$ cat src/rtl/sem_pkg.sv
package sem_pkg;

    // Who holds a semaphore
    typedef enum logic [1:0] {
        HOLD_NONE  = 2'd0,
        HOLD_LEFT  = 2'd1,
        HOLD_RIGHT = 2'd2
    } holder_e;

    // Operation one side applies to one semaphore in a cycle
    typedef struct packed {
        logic ask;   // data-0 write
        logic give;  // data-1 write
    } sem_op_t;

    // State of one semaphore latch
    typedef struct packed {
        holder_e holder;
        logic    wait_l;
        logic    wait_r;
    } sem_state_t;

    localparam sem_state_t SEM_IDLE = '{holder: HOLD_NONE, wait_l: 1'b0, wait_r: 1'b0};

    // Next state of one latch. Pending requests of the non-holder are
    // updated first, then a free or freed latch is granted with the
    // left side taking priority.
    function automatic sem_state_t sem_step(sem_state_t cur, sem_op_t op_l, sem_op_t op_r);
        sem_state_t nxt;
        logic       wl;
        logic       wr;
        logic       opens;
        wl = 1'b0;
        wr = 1'b0;
        if (cur.holder != HOLD_LEFT) begin
            wl = (cur.wait_l | op_l.ask) & ~op_l.give;
        end
        if (cur.holder != HOLD_RIGHT) begin
            wr = (cur.wait_r | op_r.ask) & ~op_r.give;
        end
        opens = (cur.holder == HOLD_NONE)
              | ((cur.holder == HOLD_LEFT)  & op_l.give)
              | ((cur.holder == HOLD_RIGHT) & op_r.give);
        nxt        = cur;
        nxt.wait_l = wl;
        nxt.wait_r = wr;
        if (opens) begin
            if (wl) begin
                nxt.holder = HOLD_LEFT;
                nxt.wait_l = 1'b0;
            end else if (wr) begin
                nxt.holder = HOLD_RIGHT;
                nxt.wait_r = 1'b0;
            end else begin
                nxt.holder = HOLD_NONE;
            end
        end
        return nxt;
    endfunction

endpackage

$ cat src/rtl/sem_port_decode.sv
module sem_port_decode
    import sem_pkg::*;
#(
    parameter int NUM_SEM = 8,
    parameter int IDX_W   = 3
) (
    input  logic                      sel,
    input  logic                      wr,
    input  logic [IDX_W-1:0]          idx,
    input  logic                      wbit,
    output sem_op_t [NUM_SEM-1:0]     ops
);

    logic strobe;
    assign strobe = sel & wr;

    for (genvar g = 0; g < NUM_SEM; g++) begin : g_dec
        logic hit;
        assign hit         = strobe & (idx == IDX_W'(g));
        assign ops[g].ask  = hit & ~wbit;
        assign ops[g].give = hit & wbit;
    end

endmodule

$ cat src/rtl/sem_cell.sv
module sem_cell
    import sem_pkg::*;
(
    input  logic    clk,
    input  logic    rst,
    input  sem_op_t op_l,
    input  sem_op_t op_r,
    output logic    held_l,
    output logic    held_r
);

    sem_state_t st_q;
    sem_state_t st_d;

    always_comb begin
        st_d = sem_step(st_q, op_l, op_r);
    end

    always_ff @(posedge clk) begin
        if (rst) begin
            st_q <= SEM_IDLE;
        end else begin
            st_q <= st_d;
        end
    end

    assign held_l = (st_q.holder == HOLD_LEFT);
    assign held_r = (st_q.holder == HOLD_RIGHT);

endmodule

$ cat src/rtl/sem_readback.sv
module sem_readback #(
    parameter int NUM_SEM = 8,
    parameter int IDX_W   = 3,
    parameter int DATA_W  = 8
) (
    input  logic               clk,
    input  logic               rst,
    input  logic               sel,
    input  logic               rd,
    input  logic [IDX_W-1:0]   idx,
    input  logic [NUM_SEM-1:0] held,
    output logic [DATA_W-1:0]  rdata
);

    logic [DATA_W-1:0] rdata_q;

    always_ff @(posedge clk) begin
        if (rst) begin
            rdata_q <= '1;
        end else if (sel && rd) begin
            rdata_q <= {DATA_W{~held[idx]}};
        end
    end

    assign rdata = rdata_q;

endmodule

$ cat src/rtl/sem_unit.sv
module sem_unit
    import sem_pkg::*;
#(
    parameter int NUM_SEM = 8,
    parameter int DATA_W  = 8,
    localparam int IDX_W  = (NUM_SEM > 1) ? $clog2(NUM_SEM) : 1
) (
    input  logic              clk,
    input  logic              rst,
    input  logic              l_sel,
    input  logic              l_wr,
    input  logic              l_rd,
    input  logic [IDX_W-1:0]  l_idx,
    input  logic              l_wbit,
    output logic [DATA_W-1:0] l_rdata,
    input  logic              r_sel,
    input  logic              r_wr,
    input  logic              r_rd,
    input  logic [IDX_W-1:0]  r_idx,
    input  logic              r_wbit,
    output logic [DATA_W-1:0] r_rdata
);

    sem_op_t [NUM_SEM-1:0] ops_l;
    sem_op_t [NUM_SEM-1:0] ops_r;
    logic    [NUM_SEM-1:0] own_l;
    logic    [NUM_SEM-1:0] own_r;

    sem_port_decode #(.NUM_SEM(NUM_SEM), .IDX_W(IDX_W)) dec_l_i (
        .sel(l_sel), .wr(l_wr), .idx(l_idx), .wbit(l_wbit), .ops(ops_l)
    );

    sem_port_decode #(.NUM_SEM(NUM_SEM), .IDX_W(IDX_W)) dec_r_i (
        .sel(r_sel), .wr(r_wr), .idx(r_idx), .wbit(r_wbit), .ops(ops_r)
    );

    for (genvar g = 0; g < NUM_SEM; g++) begin : g_cell
        sem_cell cell_i (
            .clk   (clk),
            .rst   (rst),
            .op_l  (ops_l[g]),
            .op_r  (ops_r[g]),
            .held_l(own_l[g]),
            .held_r(own_r[g])
        );
    end

    sem_readback #(.NUM_SEM(NUM_SEM), .IDX_W(IDX_W), .DATA_W(DATA_W)) rb_l_i (
        .clk(clk), .rst(rst), .sel(l_sel), .rd(l_rd), .idx(l_idx),
        .held(own_l), .rdata(l_rdata)
    );

    sem_readback #(.NUM_SEM(NUM_SEM), .IDX_W(IDX_W), .DATA_W(DATA_W)) rb_r_i (
        .clk(clk), .rst(rst), .sel(r_sel), .rd(r_rd), .idx(r_idx),
        .held(own_r), .rdata(r_rdata)
    );

endmodule

$ cat config.mk
export PLATFORM = sky130hd
export DESIGN_NAME = sem_unit
export DESIGN_NICKNAME = d
export VERILOG_FILES = /design/src/rtl/sem_pkg.sv /design/src/rtl/sem_port_decode.sv /design/src/rtl/sem_cell.sv /design/src/rtl/sem_readback.sv /design/src/rtl/sem_unit.sv
export SDC_FILE = /design/constraint.sdc
export NUM_CORES = 1
export LEC_CHECK = 0
export CAP_MARGIN = 20
export CORE_UTILIZATION = 45
export CTS_CLUSTER_DIAMETER = 100
export CTS_CLUSTER_SIZE = 30
export DETAILED_ROUTE_END_ITERATION = 6
export PLACE_DENSITY = 0.68
export SETUP_SLACK_MARGIN = 0.5
export SYNTH_ARGS = -nofsm -noshare
export SYNTH_HDL_FRONTEND = slang
export SYNTH_HIERARCHICAL = 1
export SYNTH_SLANG_ARGS = --single-unit
$ cat constraint.sdc
create_clock -name clk -period 1.4 [get_ports clk]
set_input_delay 0.28 -clock clk [delete_from_list [all_inputs] [get_ports clk]]
set_output_delay 0.28 -clock clk [all_outputs]
set_load 0.01 [all_outputs]
==> results.cfg, run 1 <==
[yosys]
syn_area_mm2 = 0.00193
ys_ff_latch = 34
yosysUniqueCellTypes = 23
syn-num-nets = 256
seq_area_frac_synth = 0.352
syn_inst = 240
syn_avg_cell_area_um2 = 8.05
yosysWarnings = 6

[floorplanning]
coreArea_mm2 = 0.00406
ioPinCount = 32
die_x_um = 67.5
rows = 23
dieHeight_um = 67.5
die-area_mm2 = 0.00456
start_util = 0.476

[critical_path]
cp-start-kind = flop
r2r-start = g_cell[7].cell_i/st_q[2]
r2r_setup_slack_ns = -0.05
cp.required_ns = 1.58
reg2reg_to = rb_l_i/rdata[0]
critPathKind = reg2reg
rr_worst_depth = 4
crit_path_start = g_cell[7].cell_i/st_q[2]
crit_fanout = 3
arrival_ns = 1.63
end_kind = flop

[sta]
setup_violations = 2
tightest_slew_ns = 0.347
fmax_ghz = 0.692
fin_ws_ns = -0.0461
slew_headroom = 0.768
worst_clock_skew_ns = 0.00688
period_needed_ns = 1.45
timing.hold.ws_ns = 0.303
maxSlewViolCount = 0
finalHoldViolCount = 0
rsz0062_at_grt = yes
min_period_over_period = 1.03

[global_routing]
grt_overflow_total = 0
busiest_layer = met2
grtUsageTotal = 0.250
grtUsageMet3 = 0.0490
antenna_found_initial = 0
grt_pass1_wl_mm = 8.42
grtUsageMet2 = 0.426
grt_pass1_vias = 1904
grt_util_met1 = 0.317
grt_max_degree = 10

[clock_network]
path_clk_slew_ns = 0.07
cts_max_level = 2
cts_buffers = 5
postCtsHoldBufs = 0
cts_root_buf = clkbuf_8
cts_sinks = 34
cts_buffer_depth = 2
cts_tree = yes
clkLatencyLatePin_ns = 0.28

[pwr]
p_int_uw = 1560
p_sw_uw = 548
clkPwrFrac = 0.321
power_frac_seq = 0.470
power_density_mw_per_mm2 = 641
p_sw_frac = 0.260
ir_drop_mv = 0.622
p_leak_uw = 0.00131
comb_power_share = 0.208

[drt]
first_pass_iters = 5
dr_total_vias = 2150
wl_mm = 6.53
post_drt_via_cell_ratio = 5.69
ant_nets = 0
drc = 0
dr.first_iter.drc_count = 115
wl_per_cell_um = 17.3

[placed_design]
gp_congestion = 0.781
place_ws_ns = -0.570
dp_hpwl_mm = 3.74
port_buffers = 31

[cells_and_area]
final_common_cell = buf_4
num-fill-cells = 235
drive_above_1_share = 0.512
antenna_cells = 0
mostFrequentLayoutCells = buf_4, buf_6, dfxtp_1
areaGrowthSynthToFinish_pct = 69.9
final_nets = 344

[hold_path]
hp-start = r_sel
hold_depth = 3
hp-class = in2reg
whs_endpoint = rb_r_i/rdata[0]

[job]
cap_violations = 0

[status]
violations = setup timing
status = finished with violations
## registers in the layout, indices dropped and copies added, names as in the netlist
name                flops
g_cell.cell_i/st_q     32
rb_l_i/rdata            1
rb_r_i/rdata            1
## synthesized netlist by cell type (all sizes together)
cell type   n  area (µm²)
inv        16        60.1
a21oi      18        90.1
and2b       8        60.1
nor3       26         170
mux2i       4        40.0
buf        14         105
nand4b      4        35.0
nand2      12        45.0
dfxtp      34         681
mux4        2        45.0
nand4bb     2        22.5
a211o       8        70.1
nor2       40         150
nand2b      4        25.0
nor3b       2        15.0
o21ai       8        40.0
nand4       2        12.5
and2        2        12.5
o211ai     16         120
nor2b       8        50.1
o41ai       2        32.5
or3         8        50.1
## worst max-delay path, cell delays in order, from the launching register on
cell	delay (ns)
dfxtp_2	0.32
nor2b_1	0.14
mux4_2	0.48
and2_4	0.15
o41ai_2	0.26
## timing repair
action | CTS | global route
gates resized for setup | 184 | 61
pin swaps | 34 | 27
buffers inserted | 15 | 11
setup endpoints to repair | 50 | 50
## kinds of logic (layout without fill, tap and decap cells)
group,after synthesis,in the layout,synth area share
buf+inv,30,118,0.0855
compound gates,52,52,0.183
mux,6,6,0.0440
simple gates,118,118,0.335
flops,34,34,0.352
## layout make-up
type | instances | area (µm²) | area share
Inverter | 16 | 60.1 | 0.0183
Clock buffer | 7 | 76.3 | 0.0232
Timing Repair Buffer | 95 | 937 | 0.285
Tap cell | 50 | 62.6 | 0.0191
Multi-Input combinational cell | 176 | 1460 | 0.444
Sequential cell | 34 | 691 | 0.210
## how the worst max path moves through the flow
| stage | slack [ns] | end | cells past startpoint |
|---|---|---|---|
| floorplan | -0.02 | rb_r_i/rdata[0] | 4 |
| global placement | -0.52 | g_cell[0].cell_i/st_q[0] | 7 |
| detailed placement | -0.57 | rb_l_i/rdata[0] | 4 |
| CTS | -0.03 | rb_r_i/rdata[0] | 4 |
| global route | -0.06 | rb_r_i/rdata[0] | 4 |
| finish | -0.05 | rb_l_i/rdata[0] | 4 |
## power groups by stage
stage          sequential [µW]  clock [µW]  combinational, µW
2_1_floorplan             1010           0                130
3_3_place_gp              1010           0                304
3_5_place_dp              1010           0                306
4_1_cts                    988         688                388
5_1_grt                    991         743                464
6_report                   990         676                438
## routing by layer
| metal | routed length [µm] | vias up | share of wire |
|---|---|---|---|
| li1 | - | 1021 | - |
| met1 | 2650 | 1029 | 0.41 |
| met2 | 3270 | 78 | 0.50 |
| met3 | 423 | 22 | 0.065 |
| met4 | 189 | 0 | 0.029 |
| met5 | 0 | - | 0 |
## metrics by stage
step	power, µW	util	TNS [ns]	std cells	instance area, µm²
after floorplan	1140	-	-0.0184	240	2000
after CTS	2060	0.738	-0.0521	367	2990
after detailed placement	1320	0.629	-14.24	345	2550
final	2100	0.809	-0.0819	378	3280
after global placement	1320	0.629	-13.72	345	2550
after global routing	2200	0.809	-0.119	378	3280
Power figures use the tool's default switching activity.
==> run 2, diff against run 1 <==
CTS_CLUSTER_SIZE = default   (was 30)
==> results of run 2 <==
The final DEF is identical to that of run 1; final timing and power are the same.
